[src/rtl/rtc_periodic_gen.sv]
module rtc_periodic_gen #(
  parameter int          CNT_W     = 15,
  parameter int          CODE_W    = 4,
  parameter logic [7:0]  FLAG_BITS = 8'hC0
) (
  input  logic              clk,
  input  logic              rst_n,
  input  logic              tick_32k,
  input  logic [CODE_W-1:0] rate_code,
  input  logic              pie_en,
  input  logic              sqw_en,
  output logic [7:0]        flag_set,
  output logic              irq_pulse,
  output logic              sqw_pulse
);

  localparam logic [CODE_W-1:0] REMAP_ADD = CODE_W'(7);

  logic [CNT_W-1:0]  tick_cnt;
  logic [CNT_W-1:0]  cnt_next;
  logic [CODE_W-1:0] eff_code;
  logic [CNT_W:0]    period_bit;
  logic [CNT_W-1:0]  period_mask;
  logic              running;
  logic              fire;

  assign eff_code    = (rate_code == CODE_W'(1) || rate_code == CODE_W'(2))
                       ? rate_code + REMAP_ADD : rate_code;
  assign period_bit  = (CNT_W+1)'(1) << (eff_code - CODE_W'(1));
  assign period_mask = period_bit[CNT_W-1:0] - CNT_W'(1);
  assign running     = pie_en && (rate_code != '0);
  assign cnt_next    = tick_cnt + CNT_W'(1);
  assign fire        = tick_32k && running && ((cnt_next & period_mask) == '0);

  always_ff @(posedge clk) begin
    if (!rst_n) begin
      tick_cnt  <= '0;
      flag_set  <= '0;
      irq_pulse <= 1'b0;
      sqw_pulse <= 1'b0;
    end else begin
      if (tick_32k) tick_cnt <= cnt_next;
      flag_set  <= fire ? FLAG_BITS : 8'h00;
      irq_pulse <= fire;
      sqw_pulse <= fire && sqw_en;
    end
  end

endmodule

[config.mk]
export PLATFORM = sky130hd
export DESIGN_NAME = rtc_periodic_gen
export DESIGN_NICKNAME = d
export VERILOG_FILES = /design/src/rtl/rtc_periodic_gen.sv
export SDC_FILE = /design/constraint.sdc
export NUM_CORES = 1
export LEC_CHECK = 0
export BUFFER_PORTS_ARGS = -buffer_cell sky130_fd_sc_hd__buf_2
export CAP_MARGIN = 25
export CORE_UTILIZATION = 55
export DETAILED_ROUTE_END_ITERATION = 10
export HOLD_SLACK_MARGIN = 0.06
export PLACE_DENSITY = 0.76
export SETUP_SLACK_MARGIN = 0.3
export SYNTH_ARGS = -nofsm -noshare
export SYNTH_HDL_FRONTEND = slang
export SYNTH_SLANG_ARGS = --single-unit
[constraint.sdc]
create_clock -name clk -period 7.8 [get_ports clk]
set_clock_uncertainty 0.2 [all_clocks]
set_input_delay 1.56 -clock clk [delete_from_list [all_inputs] [get_ports clk]]
set_output_delay 1.56 -clock clk [all_outputs]
set_load 0.05 [all_outputs]
After elaboration in Yosys (flattened, before gate mapping). Cells that the tools add are included.

Bits in registers: 25. Bits in latches: 0. Memory bits (writable): 0. Bits in read-only memories: 0. Input port bits: 9. Output and inout port bits: 10. Logic and storage cells: 21. Memories: 0.

$add $sub $neg: 4. Multipliers: 0. Div/mod/pow operators: 0. Magnitude comparators: 0. Equality and inequality tests: 2. Shift-type cells: 1. Muxes and demuxes: 2. Bitwise logic cells: 1. Reduce and logical (&&, ||, !) cells: 7.

Operators by type and width (number): adder 15 x 1 -> 15 bit, second input constant (1); AND 15 bit (1); logical NOT 15 bit (1); left shift 1 x 4 -> 15 bit, first input constant (1); subtractor 15 x 1 -> 15 bit, second input constant (1); 2-to-1 mux 8 bit (1); adder 4 x 3 -> 4 bit, second input constant (1); == test 4 x 1 -> 1 bit, second input constant (1); == test 4 x 2 -> 1 bit, second input constant (1); logical AND 1 bit (4); 2-to-1 mux 4 bit (1); nonzero test 4 bit (1); subtractor 4 x 1 -> 4 bit, second input constant (1); logical OR 1 bit (1).

Logic depth before layout (Yosys ltp). Gate-level depths: netlist of the first run.

Depth in word-level cells: 10. Gate-level depth with buffers: 13. Gate-level depth less buffers: 12.

Least setup slack after synthesis of the first run. OpenSTA, ideal clock, no wires.

Path kind: input port to flip-flop. From: in rate_code[0]. To: reg flag_set[6]. Library setup time: 0.132 ns. Arrival: 4.046 ns. Required time: 7.468 ns. Path slack: 3.421 ns. Stages: 12. Path buffers: 2. Path through: clkbuf_1 inv_1 ha_1 or2_1 a21oi_1 or3_1 ha_1 clkbuf_1 nand2_1 o211a_1 o32ai_1 nor4_1.

Cells in the longest elaborated chain, start to end: 10. Elaborated cells between the ends (all ways): 15. Classes of those cells: 3 x add/sub; 2 x eq/ne; 1 x shift; 2 x mux; 1 x bitwise; 6 x reduce/logical.

Ends and longest elaborated chain: start, declared (RTL line 9) `input logic [CODE_W-1:0] rate_code,`; branches (longest 8 deep; another with subtractor 15 x 1 -> 15 bit); logical AND 1 bit * (RTL line 33) `assign fire = tick_32k && running && ((cnt_next & period_mask) == '0);`; 2-to-1 mux 8 bit * (RTL line 43) `flag_set <= fire ? FLAG_BITS : 8'h00;`; end signal, assigned (RTL line 43); end, declared (RTL line 12) `output logic [7:0] flag_set,`.

Every way passes the cells marked *. A chain may end at the register's enable or synchronous reset.

Worst setup path in the final report of the first run.
From: in rate_code[1]. To: reg flag_set[6].

The elaborated chain is that of the path after synthesis.

==> results.md, run 1 <==
- Ports: 19
- Slowest cell on the critical path: ha_1
- RSZ-0062 raised after global routing: no
- Area added between synthesis and finish: 1.301%
- Routed Antenna Nets: 0
- Cell-by-cell trace of the critical path: buf_2, inv_1, ha_1, or2_1, a21oi_1, or3_1, ha_1, nand4_1, a32oi_1, o311a_1, o2111ai_1, nor4_1
- # fillers: ~280
- Hold Path Sink: tick_cnt[13]
- Max-slew violations: 0
- Top delay family on crit path: compound AO/OA/AOI/OAI gates
- Initial antenna violation count: 0
- Fin. Hold Viols: 0
- Postcts setup bufs: 0
- Overflow after GRT: 0
- CP required: slightly below 8 ns
- Gr usage total: 0.2440
- CP Max Fanout: 15
- Synth Cell Area: 0.001635 mm2
- Iter 0 DRT Violations: 86
- Number of global-route vias before repair: 1470
- Net count, final: 229
- DRC viols: 0
- Clock Sinks: 17
- Reg-to-Reg End: flag_set[6]
- Core area: 0.002781 mm2
- Finish-stage setup viols: 0
- CP dominant cell by count: ha_1
- Final setup TNS: 0 ns
- Max cap viols: 0
- First-pass GRT wire length: 6272 um
- Die width: between 50 and 60 um
- Hold_buf cts: 0
- Setup CP Type: in -> reg
- Most frequent cells in the layout: xnor2_1 (17), dfxtp_1 (17), nor2_1 (12), buf_2 (12)
- Number of synthesized register bits: 17
- Critical Path Start: rate_code[1]
- Clk_lat worst skew: 0.30 ns
- Reg2reg path depth: 7
- Async S/R FF share, synth: 0
- CP Capture Type: flip-flop
- Worst R2R Start: tick_cnt[0]
- Clock slew at reported path FFs: 0.10 ns
- Min-delay worst type: reg -> reg
- WHS: ~0.38 ns
- Count of input and output buffers: 12
- Antenna Cells: 0
- Status: completed
- Row count: 19
- Detailed placer's ending HPWL: 2792 um
- CTS tree: done
- Yosys warns: 0
- Number of synthesized flops with an enable pin: 0
- Post_cts resized: 0
- Synthesized instance count: 214
- Hold Path Cell Cnt: 2
- Routed len/inst: 14.73 um
- Period utilization: 0.5804
- Worst stage delay on the critical path: ~0.44 ns
- CP startpoint kind: input pin
- Final setup margin: 3.273 ns
- Pre-CTS setup slack: 3.061 ns
- P_leak: ~0.0006 uW
- Root buffer cell: clkbuf_4
- VDD IR max: 105.9 uV
- Initial DRT Pass Iterations: 4
- Via density: 6.388
- Tightest Pin Transition: approximately 0.68 ns
- Synth Area per Inst: 7.642 um2
- CP bufs+invs: 2
- Routed Wire Length: 3608 um
- GP Congestion: 0.9675
- Die Y: 56.53 um
- Hold Startpoint: tick_cnt[13]
- Die footprint: 0.003196 mm2
- Slew HR: 0.5459
- Crit path time final: approximately 4.5 ns
- Vias: 1565
- Share of layout cells above drive strength 1: 0.1075
- Max Freq: between 200 and 250 MHz
- Initial cell density of the core: 0.5879
- P per Cell Area: between 100 and 150 mW/mm2
- WP data arrival: 4.54 ns
- H-tree depth: 1
- Synth unique cells: 57
- Largest net degree at the start of global routing: 17
- CTS Buf Count: 3
- Seq/Total Area, Yosys: 0.2081
- Main synth FF type: dfxtp_1
- R2r setup slk: about 5.4 ns
- CTS max path bufs: 2
## layer usage
metal	wire [um]	track usage	up-vias
met2	1635	0.3849	69
met1	1595	0.3077	698
met5	0	0	-
li1	-	-	779
met3	225	0.04378	19
met4	150	0.1463	0
## synth_stat cells (all sizes together) (2+ instances only)
master / instances / area (um2)
a31oi: 4 / 25.02
o211a: 2 / 20.02
a21oi: 6 / 30.03
and2: 12 / 77.58
a21boi: 2 / 15.01
xnor2: 17 / 148.9
o21a: 2 / 15.01
conb: 2 / 7.510
dfxtp: 17 / 340.3
xor2: 7 / 61.31
ha: 5 / 62.56
inv: 6 / 22.52
nand4: 7 / 43.79
and3: 3 / 18.77
clkbuf: 9 / 33.78
nor4: 5 / 31.28
or4: 2 / 15.01
o21bai: 2 / 15.01
nor3: 5 / 25.02
o31ai: 3 / 22.52
or2: 5 / 31.28
buf: 12 / 90.08
a31o: 2 / 17.52
nand3: 11 / 55.05
o211ai: 5 / 37.54
nand2: 10 / 37.54
nor2: 13 / 51.30
or3: 5 / 31.28
nor2b: 3 / 18.77
o21ai: 9 / 45.04
o22ai: 3 / 18.77
## flip-flops by register name (all words and copies together), names as in the netlist
register   count
flag_set       1
tick_cnt      15
sqw_pulse      1
## final cells by class
class	count	area (um2)	share of cell area
multi-input combinational	175	1167	0.7047
sequential	17	340.3	0.2054
timing repair buffer	12	60.06	0.03625
tap	31	38.79	0.02341
clock buffer	3	22.52	0.01360
inverter	6	22.52	0.01360
clock inverter	1	5.005	0.003021
## how the worst max path moves through the flow
stage / slack (ns) / end / cells after the start
after floorplan: 3.42 / flag_set[6] / 12
after global placement: 3.22 / sqw_pulse / 12
after detailed placement: 3.06 / flag_set[6] / 12
after CTS: 3.37 / flag_set[6] / 12
after global routing: 3.05 / flag_set[6] / 12
final: 3.27 / flag_set[6] / 12
## worst min-delay path: stages, from the launching register on
cell and delay [ns]:
dfxtp_1 0.39, o21ai_0 0.10, a21boi_1 0.06
## metrics by stage
stage	total power, uW	utilization	area [um2]	instances
floorplan	131.4	-	1654	219
global placement	136.5	0.5857	1629	241
detailed placement	137.7	0.5857	1629	241
CTS	186.7	0.5956	1657	245
global route	193.4	0.5956	1657	245
finish	185.2	0.5956	1657	245
## power breakdown
group | internal [uW] | total, uW | switching [uW] | leakage (uW)
Combinational | 15.0 | 46.9 | 31.9 | 0.000447
Sequential | 88.1 | 90.0 | 1.91 | 0.000137
Clock | 19.2 | 48.3 | 29.1 | 0.0000177
Total | 122 | 185 | 63.0 | 0.000602
## cells by family after synthesis
kind of cell	Yosys count	share of synthesized area
AND/OR/NAND/NOR	85	0.2892
adder cells (fa/ha/maj)	5	0.03826
multiplexers	1	0.006121
flip-flops	17	0.2081
XOR/XNOR	24	0.1285
buffers and inverters	27	0.08951
AO/OA/AOI/OAI	53	0.2357
other	2	0.004592
(Power assumes the default switching activity.)
==> inputs of run 2 (changes only) <==
--- a/config.mk
+++ b/config.mk
@@ -5,9 +5,10 @@
 export SDC_FILE = /design/constraint.sdc
 export NUM_CORES = 1
 export LEC_CHECK = 0
+export ABC_AREA = 1
 export BUFFER_PORTS_ARGS = -buffer_cell sky130_fd_sc_hd__buf_2
 export CAP_MARGIN = 25
-export CORE_UTILIZATION = 55
+export CORE_UTILIZATION = 53
 export DETAILED_ROUTE_END_ITERATION = 10
 export HOLD_SLACK_MARGIN = 0.06
 export PLACE_DENSITY = 0.76
==> constraint.sdc (replaced) <==
create_clock -name clk -period 4.01 [get_ports clk]
set_clock_uncertainty 0.2 [all_clocks]
set_input_delay 0.802 -clock clk [delete_from_list [all_inputs] [get_ports clk]]
set_output_delay 0.802 -clock clk [all_outputs]
set_load 0.05 [all_outputs]
==> results.md, run 2 <==
- Post-synthesis adder-cell area fraction: 0.03748 (-0.0007743)
- Net count, final: 293 (+28%)
- XOR/XNOR share of the synthesized area: 0.06297 (-0.06557)
- Area share of the largest cell type after synthesis: 0.2039 (-0.004212)
- DRC viols: 0 (unchanged)
- CP Capture Type: flip-flop
- CTS Buf Count: 3 (unchanged)
- Seq/Total Area, Yosys: 0.2039 (-0.004212)
- Postcts setup bufs: 0 (unchanged)
- Regs by FF count: tick_cnt: 15 flops, flag_set: 1 flops, sqw_pulse: 1 flops
- Number of synthesized register bits: 17 (unchanged)
- Status: completed
- Gr usage total: 0.2214 (-0.02253)
- Number of global-route vias before repair: 1337 (-9.0%)
- Int Power: 260.3 uW (+110%)
- # fillers: 314 (+13%)
- Worst path depth: 18 (+6)
- Ports: 19 (unchanged)
- P per Cell Area: 242.7 mW/mm2 (+120%)
- Cell-by-cell trace of the critical path: buf_2, inv_1, ha_1, inv_1, nand2_1, nand3_1, nand2_2, nor2_1, nand2_1, ha_1, nor2_1, a2111oi_0, nand3_1, nor2_1, nand2_1, nor2_1, nand3_1, nor2_1
- Vias: 1552 (-0.83%)
- Synth Area in Simple Gates: 0.4115 (+0.1223)
- Via density: 4.820 (-25%)
- Clock Sinks: 17 (unchanged)
- Detailed placer's ending HPWL: 2654 um (-4.9%)
- Row count: 20 (+1)
- Most frequent cells in the layout: nand2_1 (48), inv_1 (44), nand3_1 (30)
- Yosys warns: 0 (unchanged)
- Final setup TNS: 0 ns (unchanged)
- Slowest cell on the critical path: a2111oi_0
- Root buffer cell: clkbuf_4
- H-tree depth: 1 (unchanged)
- CP required: 4.05 ns (-3.77 ns)
- RSZ-0062 raised after global routing: no
- GP Congestion: 0.9047 (-6.5%)
- CP Max Fanout: 13 (-2)
- Post_cts resized: 0 (unchanged)
- Synthesized instance count: 270 (+26%)
- Area of the multi-input gates: 0.001077 mm2 (-7.7%)
- Top delay family on crit path: simple AND/OR/NAND/NOR gates
- Synth unique cells: 26 (-54%)
- CP bufs+invs: 3 (+1)
- Final setup margin: 0.6775 ns (-2.596 ns)
- CTS tree: done
- Count of input and output buffers: 12 (unchanged)
- Main synth FF type: dfxtp_1
- Commonest non-fill, non-tap cell in the layout: nand2_1
- Most flop-heavy register: tick_cnt
- Area added between synthesis and finish: 4.423%
- Largest family of logic cells by synthesized area: simple AND/OR/NAND/NOR gates
- Finish-stage setup viols: 0 (unchanged)
- Pre-CTS setup slack: 0.3733 ns (-2.688 ns)
- Overflow after GRT: 0 (unchanged)
- Die footprint: 0.003378 mm2 (+5.7%)
- Largest net degree at the start of global routing: 27 (+10)
- Hold Path Cell Cnt: 2 (unchanged)
- Reg2reg path depth: 12 (+5)
- Max Freq: 300.1 MHz
- CP dominant cell by count: nor2_1
- Initial antenna violation count: 0 (unchanged)
- Largest register FFs: 15 (unchanged)
- Routed Wire Length: 3306 um (-8.4%)
- Clock share of power: 0.223 (-0.038)
- Share of layout cells above drive strength 1: 0.1691 (+0.06159)
- VDD IR max: 148.6 uV (+40%)
- Fin. Hold Viols: 0 (unchanged)
- Largest cells by area after synthesis: dfxtp_1 (20%), nand2_1 (11%), inv_1 (9.9%), nand3_1 (9.0%), xor2_1 (6.3%)
- Synth Cell Area: 0.001669 mm2 (+2.1%)
- WP data arrival: 3.37 ns (-1.17 ns)
- NetSw: 162.7 uW (+160%)
- Register area: 340.3 um2 (unchanged)
- Reg power frac: 0.443 (-0.043)
- Min-delay worst type: reg -> reg
- Routed Antenna Nets: 0 (unchanged)
- P_leak: 0.0008998 uW (+49%)
- Switch share: 0.3846 (+0.04450)
- Period utilization: 0.8310
- Clk_lat worst skew: 0.30 ns (about the same)
- Core area: 0.003028 mm2 (+8.9%)
- Clock slew at reported path FFs: 0.10 ns (about the same)
- CTS max path bufs: 2 (unchanged)
- Setup CP Type: in -> reg
- Initial DRT Pass Iterations: 4 (unchanged)
- Compound-cell area share of the yosys netlist: 0.1177 (-0.1180)
- Fin util: 0.5756 (-0.01997)
- Async S/R FF share, synth: 0 (unchanged)
- Routed len/inst: 10.27 um (-30%)
- Die width: 58.12 um (+2.8%)
- Max-slew violations: 0 (unchanged)
- Hold_buf cts: 0 (unchanged)
- Initial cell density of the core: 0.5512 (-0.03670)
- Iter 0 DRT Violations: 158 (+84%)
- Count leader, synth: nand2_1
- Worst stage delay on the critical path: 0.35 ns (-0.09 ns)
- Post-synth top cells: nand2_1 (48), inv_1 (44), nand3_1 (30), nor2_1 (21)
- Crit path time final: 3.332 ns
- First-pass GRT wire length: 5796 um (-7.6%)
- Max cap viols: 0 (unchanged)
- Number of synthesized flops with an enable pin: 0 (unchanged)
- Comb power frac: 0.334 (+0.081)
- Antenna Cells: 0 (unchanged)
- Slew HR: 0.6087 (+0.06283)
- Yosys top cell by area: dfxtp_1
- CP startpoint kind: input pin
- Tightest Pin Transition: 0.5833 ns (-0.09468 ns)
- Mux cell area share after synthesis: 0 (-0.006121)
- Synth Area per Inst: 6.182 um2 (-19%)
- Die Y: 58.12 um (+2.8%)
-- run 2: cell types whose count changed after synthesis, moves of 13 or more --
cell,delta
nand3_1,+19
xnor2_1,-17
nand2_1,+38
inv_1,+38
o21ai_0,+13
-- run 2: cell families after synthesis --
group | count (synthesis)
flops | 17
compound gates | 36
fa+ha+maj | 5
xor+xnor | 12
simple gates | 136
other cells | 2
buf+inv | 62
-- run 2: stage by stage --
stage                     area [um2]  power [uW]  hold WS, ns  cells
after CTS                       1743       424.6       0.3629    322
after detailed placement        1717       331.9       0.3482    318
after global placement          1717       330.9       0.3290    318
after floorplan                 1688       311.2       0.3067    275
after global routing            1743       452.2       0.4251    322
final                           1743       422.9       0.3573    322
-- run 2: path summary, 6_finish.rpt --
kind	start	endpoint	slack, ns
worst max-delay path	rate_code[1]	sqw_pulse	0.68
worst min-delay path	tick_cnt[1]	tick_cnt[1]	0.36
worst max register to register	tick_cnt[2]	sqw_pulse	1.82
worst min register to register	tick_cnt[1]	tick_cnt[1]	0.36
-- run 2: area by class of cell --
cell class	instances	share of cell area
Timing Repair Buffer	12	0.03446
Multi-Input combinational cell	196	0.6181
Clock buffer	4	0.01508
Sequential cell	17	0.1953
Tap cell	44	0.03159
Inverter	49	0.1055
-- run 2: power by group through the flow --
stage	sequential, uW	clock [uW]	combinational [uW]
floorplan	190	0	121
global placement	191	0	140
detailed placement	191	0	141
CTS	187	96.2	141
global route	188	103	160
finish	187	94.2	141
-- run 2: per-layer routing --
metal	wire length, um	part of all wire	global-route usage
met1	1648	0.50	0.3133
met2	1481	0.45	0.3481
met3	128	0.039	0.02232
met4	47	0.014	0.08163
met5	0	0	0
-- run 2: worst reg2reg max path: stages (launching register included) --
cell and delay [ns]:
dfxtp_1 0.41, nand2_1 0.11, nor2_1 0.26, nand3_1 0.20
nor2_1 0.16, xor2_1 0.28, nand2_1 0.09, nand3_1 0.08
nor2_1 0.05, nand2_1 0.06, nor2_1 0.04, nand3_1 0.10
nor2_1 0.04
==> inputs of run 3 (changes only) <==
--- a/config.mk
+++ b/config.mk
@@ -8,7 +8,7 @@
 export ABC_AREA = 1
 export BUFFER_PORTS_ARGS = -buffer_cell sky130_fd_sc_hd__buf_2
 export CAP_MARGIN = 25
-export CORE_UTILIZATION = 53
+export CORE_UTILIZATION = 55
 export DETAILED_ROUTE_END_ITERATION = 10
 export HOLD_SLACK_MARGIN = 0.06
 export PLACE_DENSITY = 0.76
==> constraint.sdc (replaced) <==
create_clock -name clk -period 3.2 [get_ports clk]
set_clock_uncertainty 0.2 [all_clocks]
set_input_delay 0.64 -clock clk [delete_from_list [all_inputs] [get_ports clk]]
set_output_delay 0.64 -clock clk [all_outputs]
set_load 0.05 [all_outputs]
==> results.md, run 3 (synthesized netlist as in run 2, its figures left out) <==
- Iter 0 DRT Violations: 118 (-25%)
- Core area: 0.002805 mm2 (-7.4%)
- Routed Wire Length: 3529 um (+6.7%)
- Antenna Cells: 0 (unchanged)
- Finish-stage setup viols: 0 (unchanged)
- Clock share of power: 0.215 (-0.008)
- DRC viols: 0 (unchanged)
- CP dominant cell by count: nor2_1
- Detailed placer's ending HPWL: 2737 um (+3.1%)
- CP startpoint kind: input pin
- H-tree depth: 1 (unchanged)
- CTS tree: done
- Most flop-heavy register: tick_cnt
- VDD IR max: 282.7 uV (+90%)
- Setup CP Type: in -> reg
- Worst stage delay on the critical path: 0.29 ns (-0.06 ns)
- NetSw: 209.6 uW (+29%)
- Die footprint: 0.003259 mm2 (-3.5%)
- Via density: 5.162 (+7.1%)
- Initial antenna violation count: 0 (unchanged)
- Share of layout cells above drive strength 1: 0.2049 (+0.03588)
- P per Cell Area: 303.9 mW/mm2 (+25%)
- Period utilization: 0.8475
- Routed len/inst: 11.24 um (+9.5%)
- Routed Antenna Nets: 0 (unchanged)
- Regs by FF count: tick_cnt: 15 flops, flag_set: 1 flops, sqw_pulse: 1 flops
- Placed cell count: 310 (-2.5%)
- Largest register FFs: 15 (unchanged)
- Placed cell area: 0.001740 mm2 (+1.4%)
- CP required: 3.24 ns (-0.81 ns)
- Gr usage total: 0.2393 (+0.01783)
- Vias: 1621 (+4.4%)
- Clk_lat worst skew: 0.30 ns (about the same)
- Initial cell density of the core: 0.5950 (+0.04376)
- Clock Sinks: 17 (unchanged)
- Overflow after GRT: 0 (unchanged)
- Crit path time final: 2.712 ns
- Initial DRT Pass Iterations: 4 (unchanged)
- Fin. Hold Viols: 0 (unchanged)
- Final Power: 539.9 uW (+28%)
- Clock slew at reported path FFs: 0.10 ns (about the same)
- Most frequent cells in the layout: nand2_1 (47), inv_1 (42), nand3_1 (30)
- Comb power frac: 0.350 (+0.016)
- Min-delay worst type: in -> reg
- WP data arrival: 2.75 ns (-0.62 ns)
- Hold_buf cts: 0 (unchanged)
- Ports: 19 (unchanged)
- Count of input and output buffers: 12 (unchanged)
- P_leak: 0.0009252 uW (+2.8%)
- Root buffer cell: clkbuf_4
- Number of global-route vias before repair: 1481 (+11%)
- Cell-by-cell trace of the critical path: buf_2, inv_2, ha_1, inv_1, nand2_2, nand2_2, nand2_2, nand2_4, nor2_4, nand2_1, ha_1, nor2_1, a2111oi_2, nand3_1, nor2_1, nand2_1, nor2_1, nand3_1, nor2_1
- Finished Layout Cells: 314 (-2.5%)
- Int Power: 330.3 uW (+27%)
- Row count: 19 (-5.0%)
- Die Y: 57.09 um (-1.8%)
- CP Max Fanout: 5 (-8)
- CP Capture Type: flip-flop
- Fin util: 0.6334 (+0.05774)
- CTS Buf Count: 3 (unchanged)
- Slew HR: 0.6036 (-0.005155)
- R2r setup slk: 0.95 ns (-0.87 ns)
- Die width: 57.09 um (-1.8%)
- First-pass GRT wire length: 6147 um (+6.1%)
- GP Congestion: 0.8940 (-1.2%)
- Post-route cell area: 0.001777 mm2 (+1.9%)
- RSZ-0062 raised after global routing: no
- Area added between synthesis and finish: 6.447%
- Status: completed
- Max cap viols: 0 (unchanged)
- Slowest cell on the critical path: ha_1
- Final setup TNS: 0 ns (unchanged)
- Tightest Pin Transition: 0.5910 ns (+0.007684 ns)
- Net count, final: 298 (+1.7%)
- Max Freq: 368.7 MHz
- Largest net degree at the start of global routing: 27 (unchanged)
- CTS max path bufs: 2 (unchanged)
- Max-slew violations: 0 (unchanged)
- Switch share: 0.3882 (+0.003559)
- Commonest non-fill, non-tap cell in the layout: nand2_1
- Reg power frac: 0.435 (-0.008)
## run 3: through the flow
step / worst slack [ns] / hold WS [ns]
floorplan: 0.3352 / 0.3067
global placement: 0.07016 / 0.3336
detailed placement: -0.07434 / 0.3335
CTS: 0.3609 / 0.3432
global route: 0.3062 / 0.3384
finish: 0.4881 / 0.3493
## run 3: area by class of cell
class | instances | area (um2)
multi-input cells | 196 | 1089
repair buffers | 17 | 97.59
inverters | 49 | 183.9
well taps | 31 | 38.79
flip-flops and latches | 17 | 340.3
clock inverters | 1 | 5.005
fillers | 286 | 1028
clock buffers | 3 | 22.52
## run 3: power by group through the flow
stage	sequential (uW)	clock [uW]	combinational [uW]
after CTS	235	120	186
after global placement	239	0	183
after detailed placement	240	0	185
final	235	116	189
after floorplan	238	0	152
after global routing	236	130	211
## run 3: path summary, 6_finish.rpt
path	end	depth (start not counted)	from
setup / recovery	sqw_pulse	19	rate_code[1]
hold / removal	sqw_pulse	3	sqw_en
setup reg to reg	flag_set[6]	9	tick_cnt[0]
hold reg to reg	tick_cnt[1]	2	tick_cnt[1]
## run 3: critical path: cells and delay by family
family,cells,cell delay [ns]
buffers and inverters,3,0.27
AOI/OAI and AO/OA,1,0.28
and+or+nand+nor,13,1.12
adders and majority gates,2,0.44
## run 3: per-layer routing
metal	share of wire	up-vias	track usage	routed length [um]
met2	0.47	34	0.4050	1654
met5	0	-	0	0
met3	0.042	7	0.03628	149
li1	-	867	-	-
met1	0.47	713	0.3048	1653
met4	0.020	0	0.09756	72
## run 3: repair_timing
item                                    in CTS  in global routing
buffers inserted                             0                  0
gates resized for setup                      2                  3
hold endpoints to repair                     0                  0
endpoints found under the setup margin       2                  2
